## src/rtl/cache_attr_ctl.sv

```systemverilog
module cache_attr_ctl #(
  parameter int AW = 24,
  parameter int FCW = 3,
  parameter int NSLOT = 8,
  parameter int RAW = 4,
  parameter int RDW = 10,
  parameter logic [3:0] LOCAL_BASE = 4'h2,
  parameter logic [3:0] LOCAL_MASK = 4'hE
) (
  input  logic           clk,
  input  logic           rst_n,
  input  logic [AW-1:0]  addr,
  input  logic           as_n,
  input  logic [FCW-1:0] fc,
  input  logic           reg_we,
  input  logic [RAW-1:0] reg_addr,
  input  logic [RDW-1:0] reg_wdata,
  input  logic           dma_grant,
  output logic           cinh_n,
  output logic           inval_req
);

  localparam logic [RAW-1:0] CTL_IDX = RAW'(NSLOT);
  localparam logic [FCW-1:0] FC_CPU  = '1;

  logic [3:0] slot_base [NSLOT];
  logic [3:0] slot_mask [NSLOT];
  logic       slot_mem  [NSLOT];
  logic       slot_vld  [NSLOT];
  logic       cache_en;
  logic       grant_q;

  always_ff @(posedge clk) begin
    if (!rst_n) begin
      cache_en <= 1'b0;
      for (int i = 0; i < NSLOT; i++) begin
        slot_base[i] <= '0;
        slot_mask[i] <= '0;
        slot_mem[i]  <= 1'b0;
        slot_vld[i]  <= 1'b0;
      end
    end else if (reg_we) begin
      if (reg_addr == CTL_IDX) cache_en <= reg_wdata[0];
      for (int i = 0; i < NSLOT; i++) begin
        if (reg_addr == RAW'(i)) begin
          slot_base[i] <= reg_wdata[3:0];
          slot_mask[i] <= reg_wdata[7:4];
          slot_mem[i]  <= reg_wdata[8];
          slot_vld[i]  <= reg_wdata[9];
        end
      end
    end
  end

  wire [3:0] top_nib = addr[AW-1 -: 4];

  logic [NSLOT-1:0] slot_hit;
  for (genvar g = 0; g < NSLOT; g++) begin : g_slot
    assign slot_hit[g] = slot_vld[g] && (((top_nib ^ slot_base[g]) & slot_mask[g]) == 4'h0);
  end

  logic slot_any, slot_is_mem;
  always_comb begin
    slot_any = 1'b0;
    slot_is_mem = 1'b0;
    for (int i = NSLOT - 1; i >= 0; i--) begin
      if (slot_hit[i]) begin
        slot_any = 1'b1;
        slot_is_mem = slot_mem[i];
      end
    end
  end

  wire is_chip  = addr[AW-1 -: 3] == 3'b000;
  wire is_io    = (top_nib == 4'hD) || (addr[AW-1 -: 5] == 5'b11101);
  wire is_reloc = addr[AW-1 -: 5] == 5'b11000;
  wire is_local = ((top_nib ^ LOCAL_BASE) & LOCAL_MASK) == 4'h0;
  wire map_ok   = is_reloc || is_local || (slot_any && slot_is_mem);

  wire inhibit = !cache_en || (fc == FC_CPU) || is_chip || is_io || !map_ok;

  assign cinh_n = as_n || !inhibit;

  always_ff @(posedge clk) begin
    if (!rst_n) begin
      grant_q   <= 1'b0;
      inval_req <= 1'b0;
    end else begin
      grant_q   <= dma_grant;
      inval_req <= grant_q && !dma_grant;
    end
  end

endmodule


```

## config.mk

```make
export PLATFORM = sky130hd
export DESIGN_NAME = cache_attr_ctl
export DESIGN_NICKNAME = d
export VERILOG_FILES = /design/src/rtl/cache_attr_ctl.sv
export SDC_FILE = /design/constraint.sdc
export NUM_CORES = 1
export LEC_CHECK = 0
export BUFFER_PORTS_ARGS = -buffer_cell sky130_fd_sc_hd__buf_2
export CORE_UTILIZATION = 57
export DETAILED_ROUTE_END_ITERATION = 8
export MAX_ROUTING_LAYER = met4
export PLACE_DENSITY = 0.79
export SLEW_MARGIN = 10
export SYNTH_ARGS = -nofsm -noshare
export SYNTH_HDL_FRONTEND = slang
export SYNTH_SLANG_ARGS = --single-unit
```

## constraint.sdc

```tcl
create_clock -name clk -period 1.8 [get_ports clk]
set_input_delay 0 -clock clk [delete_from_list [all_inputs] [get_ports clk]]
set_output_delay 0 -clock clk [all_outputs]
set_load 0.02 [all_outputs]
```

==> run_results.csv, run 1 <==
group,metric,value,unit
min_path,holdPathEnd,"cache_en",
placement,io_buffers,28,
timing,period_minus_slack,2.30,ns
detailed_routing,ant_nets,0,
floorplanning,row_count,28,
timing,hold_ws,0.0697,ns
run,drv_cap,0,
floorplanning,die_width,81.1,microns
finish,final_layout_size_suffix_gt1_frac,0.188,
power_and_ir_drop,p_leak,1.60,nW
setup_path,crit_fanout,2,
timing,rsz0062_at_grt,"true",
placement,place_worst_setup_slack,-0.193,ns
min_path,min_from,"reg_addr[3]",
synth,yosys_warnings,0,
clock_network,cts_setup_buffers,0,
detailed_routing,first_iter_violations,212,
power_and_ir_drop,ir_worst_vdd,0.566,mV
setup_path,r2r_slack,1.17,ns
detailed_routing,routed_via_density,5.61,
synth,yosysUniqueCellTypes,33,
setup_path,r2r_start,"cache_en",
global_route,antenna_found_initial,0,
min_path,holdPathStages,4,
synth,synthArstFlopShare,0,
detailed_routing,drt-wirelength-per-cell,18.2,microns
detailed_routing,wirelength,7490,microns
setup_path,cp_top_family,"compound AO/OA/AOI/OAI gates",
finish,antenna_cells,0,
synth,syn_inst,282,
timing,tns,-0.501,ns
setup_path,reg2reg_to,"cache_en",
synth,post_synth.cell_area_avg,12.6,sq um
floorplanning,dieArea,6570,sq um
timing,final-setup-viol-count,1,
synth,synth_top_area_frac,0.657,
power_and_ir_drop,power.density,978,nW/um^2
timing,worst_slack,-0.501,ns
detailed_routing,drt-pass1-iter-count,5,
global_route,grt_usage,0.268,
detailed_routing,route.detailed.drc,0,
placement,dp_hpwl,5050,microns
setup_path,cpPeakStageDelay,0.42,ns
floorplanning,core_area,5990,sq um
clock_network,clk_pin_slew,0.08,ns
floorplanning,io_pins,48,
timing,fmax,0.435,GHz
setup_path,worstSetupPathType,"reg -> out",
synth,yosysTopAreaCell,"edfxtp_1",
global_route,grt_pass1_vias,2301,
synth,ys_ff_latch,83,
timing,period_share,1.28,
synth,yosysSeqAreaShare,0.685,
floorplanning,start_util,0.595,
setup_path,slowest_stage,"a222oi_1",
finish,synthToLayoutAreaGrowth,16.4,%
synth,synthTopCellsByArea,"edfxtp_1 (66%), xor2_1 (7.9%), nor2_1 (6.5%)",
global_route,grt_pass1_wl,11600,microns
global_route,grt_max_degree,24,
synth,syn_nets,328,
setup_path,path_buf_inv,1,
finish,fin_util,0.692,
status,outcome,"complete, but fails checks",
timing,skew,0.000988,ns
placement,gp_congestion,0.757,
setup_path,startpoint,"slot_base[1][8]",
clock_network,clk_latency,0.34,ns
clock_network,root_buffer,"clkbuf_8",
setup_path,cp.required,1.80,ns
setup_path,cp_cell_sequence,"xor2_1 -> a222oi_1 -> and3_1 -> o211ai_1 -> a2111oi_4 -> o41ai_2 -> buf_2",
clock_network,numCtsBuffers,9,
setup_path,end_kind,"primary output",
power_and_ir_drop,power,0.00406,W
timing,slew_headroom,0.675,
status,violations,"setup timing",
timing,finalMaxSlewViolations,0,
setup_path,r2r_cells,2,
min_path,hold_class,"in -> reg",
timing,finalHoldViolCount,0,
synth,ys.flop_type,"edfxtp_1",
setup_path,cp_data_arrival_time,2.30,ns
setup_path,startpoint_type,"flip-flop",
detailed_routing,via_count,2307,
clock_network,cts_tree,"done",
timing,max_slew.worst_pin.slew,0.487,ns
clock_network,cts_buffer_depth,2,
synth,synth_edf_count,78,
synth,syn-cell-area,3560,sq um
clock_network,htree_levels,3,
clock_network,cts.sinks,83,
finish,fin_nets,377,
global_route,overflow,0,
floorplanning,die_h,81.1,microns
## tightest hold or removal path: cells and delay by family
kind / cells / cell delay (ns)
multiplexers: 1 / 0.07
buffers and inverters: 1 / 0.11
AND/OR/NAND/NOR: 2 / 0.19
## metrics by stage
step,area [sq um],instances
floorplan,3570,282
global placement,3880,391
detailed placement,3880,391
CTS,4150,411
global route,4150,411
finish,4150,411
## synth_stat cells, types with 2 or more instances
cell,instances
a222oi_1,8
a31oi_1,2
and2_1,2
and3_1,3
buf_4,2
buf_6,2
clkbuf_1,8
dfxtp_1,5
edfxtp_1,78
inv_1,11
mux2i_1,4
nand2_1,31
nand2b_1,2
nand3_1,5
nand3b_1,4
nand4_1,2
nor2_1,62
nor2b_1,3
o21ai_0,3
xor2_1,32
## area by class of cell
type | count | area [sq um]
inverters | 11 | 41.3
multi-input cells | 176 | 1030
clock inverters | 5 | 77.6
fillers | 413 | 1840
flip-flops and latches | 83 | 2440
clock buffers | 11 | 131
repair buffers | 50 | 328
well taps | 75 | 93.8
## per-layer routing
layer / routed length [microns] / GRT usage
met3: 488 / 0.0528
met2: 3820 / 0.434
met5: 0 / -
met4: 195 / 0.104
met1: 2990 / 0.333
## sequential cells by signal, indices dropped and copies added, names as in the netlist
signal / cells
grant_q: 1
inval_req: 1
slot_vld: 8
slot_mem: 8
slot_base: 32
slot_mask: 32
cache_en: 1
## what timing repair did
item | 4_1_cts | 5_1_grt
endpoints found under the hold margin | 5 | 0
setup endpoints to repair | 1 | 1
hold buffers | 4 | 0
gates resized for setup | 1 | 0
pin swaps | 2 | 0
## placed cells by master (no fill, tap or decap), types with 2 or more instances in the layout
cell           instances
xor2_1                32
nor2_1                62
o21ai_0                3
nand3b_1               4
a222oi_1               8
clkbuf_8               9
clkbuf_1               2
nand2b_1               2
and2_1                 2
clkinv_2               2
nor2b_1                3
buf_4                 17
and3_1                 3
inv_1                 11
buf_2                 28
bufinv_16              2
a31oi_1                2
edfxtp_1              78
nand2_1               31
mux2i_1                4
nand3_1                5
nand4_1                2
dfxtp_1                5
dlygate4sd3_1          4
## worst max path at each step
stage,to,slack (ns),depth (start not counted)
5_1_grt,cinh_n,-0.62,7
4_1_cts,cinh_n,-0.49,7
3_5_place_dp,cinh_n,-0.19,7
6_report,cinh_n,-0.50,7
3_3_place_gp,cinh_n,-0.17,7
2_1_floorplan,cinh_n,0.10,5
## logic make-up (layout without fill, tap and decap cells)
family / after synthesis / in the layout / synth area share
buf+inv: 23 / 77 / 0.0305
compound gates: 19 / 19 / 0.0453
xor+xnor: 32 / 32 / 0.0787
mux: 4 / 4 / 0.0112
simple gates: 121 / 121 / 0.149
flops: 83 / 83 / 0.685
## where the power goes
group	internal, W	leakage (nW)	switching (W)
clock	0.000778	0.103	0.000626
sequential	0.00224	0.790	0.0000441
combinational	0.000148	0.707	0.000225
Power figures use the tool's default switching activity.
==> run 2: changes to the inputs <==
--- a/config.mk
+++ b/config.mk
@@ -10,6 +10,7 @@
 export DETAILED_ROUTE_END_ITERATION = 8
 export MAX_ROUTING_LAYER = met4
 export PLACE_DENSITY = 0.79
+export SKIP_CTS_REPAIR_TIMING = 1
 export SLEW_MARGIN = 10
 export SYNTH_ARGS = -nofsm -noshare
 export SYNTH_HDL_FRONTEND = slang
==> run 2 against run 1 <==
Against the previous run:
- the run still ends with setup timing left
- via count decreased by 0.30%
- total power grew 0.20%
- final cell count is the same
- die area is the same
- cell area is the same
- non-clock buffer count stayed put
- global-route usage is 0.23 points lower
- setup slack got worse by 0.043 ns
- largest cell class unchanged
==> run_results.csv, run 2 (synthesis gave the netlist of run 1 again) <==
group,metric,value,unit
status,outcome,"complete, but fails checks",
status,violations,"setup timing",
finish,fin_util,0.692,
detailed_routing,routed_via_density,5.60,
setup_path,cp_data_arrival_time,2.34,ns
finish,fin_nets,377,
floorplanning,die_h,81.1,microns
clock_network,root_buffer,"clkbuf_8",
global_route,antenna_found_initial,0,
timing,finalMaxSlewViolations,0,
clock_network,numCtsBuffers,9,
power_and_ir_drop,p_leak,1.60,nW
setup_path,worstSetupPathType,"reg -> out",
floorplanning,die_width,81.1,microns
detailed_routing,route.detailed.drc,0,
timing,finalHoldViolCount,0,
floorplanning,dieArea,6570,sq um
timing,rsz0062_at_grt,"true",
finish,final_layout_size_suffix_gt1_frac,0.188,
detailed_routing,drt-wirelength-per-cell,18.3,microns
timing,worst_slack,-0.544,ns
placement,dp_hpwl,5050,microns
finish,n_fill_cell,413,
global_route,overflow,0,
setup_path,cp_cell_sequence,"xor2_1 -> a222oi_1 -> and3_1 -> o211ai_1 -> a2111oi_4 -> o41ai_2 -> buf_2",
timing,period_share,1.30,
placement,place_worst_setup_slack,-0.193,ns
finish,final_cell_mix,"edfxtp_1 (78), nor2_1 (62), xor2_1 (32)",
clock_network,clk_pin_slew,0.08,ns
timing,final-setup-viol-count,1,
clock_network,cts_tree,"done",
timing,skew,0.000683,ns
clock_network,htree_levels,3,
finish,reg_top3,"slot_base x32, slot_mask x32",
clock_network,cts_buffer_depth,2,
setup_path,cp.required,1.80,ns
power_and_ir_drop,power.density,980,nW/um^2
setup_path,startpoint_type,"flip-flop",
floorplanning,start_util,0.595,
detailed_routing,drt-pass1-iter-count,5,
timing,tns,-0.544,ns
setup_path,cpPeakStageDelay,0.45,ns
detailed_routing,wirelength,7530,microns
global_route,grt_max_degree,24,
clock_network,clk_latency,0.34,ns
global_route,grt_pass1_wl,11500,microns
power_and_ir_drop,ir_worst_vdd,0.568,mV
setup_path,end_kind,"primary output",
placement,io_buffers,28,
global_route,grt_pass1_vias,2278,
clock_network,cts.sinks,83,
min_path,hold_class,"in -> reg",
timing,max_slew.worst_pin.slew,0.485,ns
timing,fmax,0.427,GHz
timing,period_minus_slack,2.34,ns
detailed_routing,ant_nets,0,
finish,synthToLayoutAreaGrowth,16.4,%
run,drv_cap,0,
floorplanning,io_pins,48,
setup_path,slowest_stage,"a2111oi_4",
floorplanning,core_area,5990,sq um
timing,slew_headroom,0.676,
detailed_routing,first_iter_violations,199,
finish,antenna_cells,0,
detailed_routing,via_count,2300,
floorplanning,row_count,28,
setup_path,crit_fanout,2,
placement,gp_congestion,0.757,
finish,final_common_cell,"edfxtp_1",
global_route,grt_usage,0.265,
-- run 2: cell counts in the layout (fill, tap and decap cells not counted) --
No cell type changed its count.
-- run 2: path summary, 6_finish.rpt --
path | startpoint | end | slack (ns) | depth (start not counted)
worst min-delay path | reg_addr[3] | cache_en | 0.07 | 4
worst min register to register | grant_q | inval_req | 0.44 | 2
worst max register to register | cache_en | cache_en | 1.17 | 2
worst max-delay path | slot_base[1][8] | cinh_n | -0.54 | 7
-- run 2: layout make-up --
| type | count | area [sq um] | area share |
|---|---|---|---|
| clock buffer | 11 | 131 | 0.0317 |
| clock inverter | 5 | 77.6 | 0.0187 |
| inverter | 11 | 41.3 | 0.00996 |
| multi-input combinational | 176 | 1030 | 0.249 |
| sequential | 83 | 2440 | 0.589 |
| tap | 75 | 93.8 | 0.0226 |
| timing repair buffer | 50 | 328 | 0.0791 |
-- run 2: worst max-delay path: cells and delay by family, from the launching register on --
family | cells | cell delay, ns
compound gates | 4 | 1.08
flops | 1 | 0.38
simple gates | 1 | 0.22
buf+inv | 1 | 0.17
xor+xnor | 1 | 0.15
-- run 2: power by group --
group | switching [W] | internal [W]
clock network | 0.000633 | 0.000778
logic | 0.000225 | 0.000149
registers | 0.0000444 | 0.00224
total | 0.000902 | 0.00316
-- run 2: through the flow --
stage	total power, W	cells	instance area [sq um]	hold slack (ns)
finish	0.00406	411	4150	0.0688
global placement	0.00266	391	3880	0.168
floorplan	0.00253	282	3570	0.0720
global route	0.00419	411	4150	0.0773
detailed placement	0.00268	391	3880	0.189
CTS	0.00406	407	4090	-0.174
-- run 2: per-layer routing --
metal	up-vias	global-route usage	wire length (microns)
met5	-	-	0
met4	0	0.104	194
met3	14	0.0528	458
met2	82	0.425	3840
met1	1115	0.334	3040
li1	1089	-	-
==> run 3: changes to the inputs <==
--- a/config.mk
+++ b/config.mk
@@ -6,10 +6,12 @@
 export NUM_CORES = 1
 export LEC_CHECK = 0
 export BUFFER_PORTS_ARGS = -buffer_cell sky130_fd_sc_hd__buf_2
+export CORE_MARGIN = 5
 export CORE_UTILIZATION = 57
 export DETAILED_ROUTE_END_ITERATION = 8
 export MAX_ROUTING_LAYER = met4
 export PLACE_DENSITY = 0.79
+export RECOVER_POWER = 100
 export SKIP_CTS_REPAIR_TIMING = 1
 export SLEW_MARGIN = 10
 export SYNTH_ARGS = -nofsm -noshare
==> run 3 against run 2 <==
Against the previous run:
- the run still ends with setup timing left
- total power is 4.0% lower
- sequential share of layout area grew 0.25 points
- count of clock-buffer cells in the layout is 2 higher
- cell area shrank 0.42%
- combinational power increased by 1%
- global-route usage fell by 4.7 points
- final cell count is 1.2% higher
- critical path type unchanged
- highest routed layer unchanged
==> run_results.csv, run 3 (synthesis gave the netlist of run 1 again) <==
group,metric,value,unit
detailed_routing,wirelength,7610,microns
placement,gp_congestion,0.790,
floorplanning,core_area,5990,sq um
placement,place_worst_setup_slack,-0.146,ns
global_route,grt_pass1_vias,2335,
floorplanning,die_h,89.1,microns
placement,io_buffers,28,
finish,final_layout_size_suffix_gt1_frac,0.176,
setup_path,end_kind,"primary output",
timing,period_minus_slack,2.38,ns
finish,reg_top3,"slot_base x32, slot_mask x32",
detailed_routing,route.detailed.drc,0,
timing,finalHoldViolCount,0,
detailed_routing,via_count,2349,
global_route,overflow,0,
detailed_routing,drt-wirelength-per-cell,18.3,microns
timing,worst_slack,-0.582,ns
timing,max_slew.worst_pin.slew,0.856,ns
clock_network,clk_pin_slew,0.07,ns
clock_network,htree_levels,3,
floorplanning,die_width,89.1,microns
finish,final_cell_mix,"edfxtp_1 (78), nor2_1 (62), xor2_1 (32)",
finish,final_common_cell,"edfxtp_1",
status,violations,"setup timing",
timing,finalMaxSlewViolations,0,
timing,skew,0.00402,ns
setup_path,crit_fanout,2,
floorplanning,io_pins,48,
detailed_routing,routed_via_density,5.65,
setup_path,worstSetupPathType,"reg -> out",
clock_network,root_buffer,"clkbuf_8",
finish,fin_nets,382,
clock_network,cts_tree,"done",
min_path,hold_class,"in -> reg",
global_route,antenna_found_initial,0,
setup_path,cp.required,1.80,ns
floorplanning,row_count,28,
timing,slew_headroom,0.429,
timing,fmax,0.420,GHz
detailed_routing,drt-pass1-iter-count,5,
power_and_ir_drop,ir_worst_vdd,0.611,mV
floorplanning,start_util,0.595,
setup_path,cp_data_arrival_time,2.38,ns
clock_network,cts_buffer_depth,2,
status,outcome,"complete, but fails checks",
global_route,grt_pass1_wl,11900,microns
detailed_routing,first_iter_violations,224,
setup_path,startpoint_type,"flip-flop",
clock_network,numCtsBuffers,9,
global_route,grt_usage,0.218,
finish,antenna_cells,0,
power_and_ir_drop,power.density,945,nW/um^2
detailed_routing,ant_nets,0,
timing,final-setup-viol-count,1,
finish,synthToLayoutAreaGrowth,15.9,%
placement,dp_hpwl,5040,microns
floorplanning,dieArea,7930,sq um
power_and_ir_drop,p_leak,1.59,nW
clock_network,cts.sinks,83,
timing,rsz0062_at_grt,"true",
clock_network,clk_latency,0.34,ns
timing,period_share,1.32,
global_route,grt_max_degree,24,
timing,tns,-0.582,ns
run,drv_cap,0,
==> run 3: layout make-up <==
class / instances / area [sq um]
inverters: 11 / 41.3
clock inverters: 3 / 40.0
repair buffers: 55 / 353
clock buffers: 13 / 139
fillers: 391 / 1860
well taps: 75 / 93.8
multi-input cells: 176 / 1020
flip-flops and latches: 83 / 2440
==> run 3: worst paths after layout <==
path              startpoint         to  slack, ns  cells after the start
max          slot_base[1][8]     cinh_n      -0.58                      8
min              reg_addr[3]   cache_en        0.1                      4
max reg2reg         cache_en   cache_en       1.17                      2
min reg2reg          grant_q  inval_req       0.42                      2
==> run 3: routing by layer <==
| layer | up-vias | global-route usage | part of all wire |
|---|---|---|---|
| met1 | 1143 | 0.275 | 0.41 |
| met5 | - | - | 0 |
| met2 | 91 | 0.352 | 0.51 |
| li1 | 1102 | - | - |
| met3 | 13 | 0.0359 | 0.061 |
| met4 | 0 | 0.0947 | 0.020 |
==> run 3: critical path: stages, from the launching register on <==
cell       delay [ns]
edfxtp_1         0.38
xor2_1           0.15
a222oi_1         0.39
and3_1           0.23
o211ai_1         0.12
a2111oi_2        0.37
buf_4            0.18
o41ai_2          0.05
buf_4            0.17
==> run 3: stage by stage <==
step	area, sq um	total power [W]	std cells	hold slack (ns)	util
final	4130	0.00390	416	0.0962	0.689
after global routing	4130	0.00403	416	0.115	0.689
after CTS	4090	0.00390	411	-0.195	0.683
after detailed placement	3920	0.00269	395	0.173	0.654
after global placement	3920	0.00267	395	0.168	0.654
after floorplan	3570	0.00253	282	0.0720	-
==> run 3: power breakdown <==
part           switching (W)  total [W]  internal [W]
clock network       0.000600    0.00124      0.000640
logic               0.000223   0.000379      0.000156
registers          0.0000449    0.00228       0.00224
total               0.000868    0.00390       0.00303
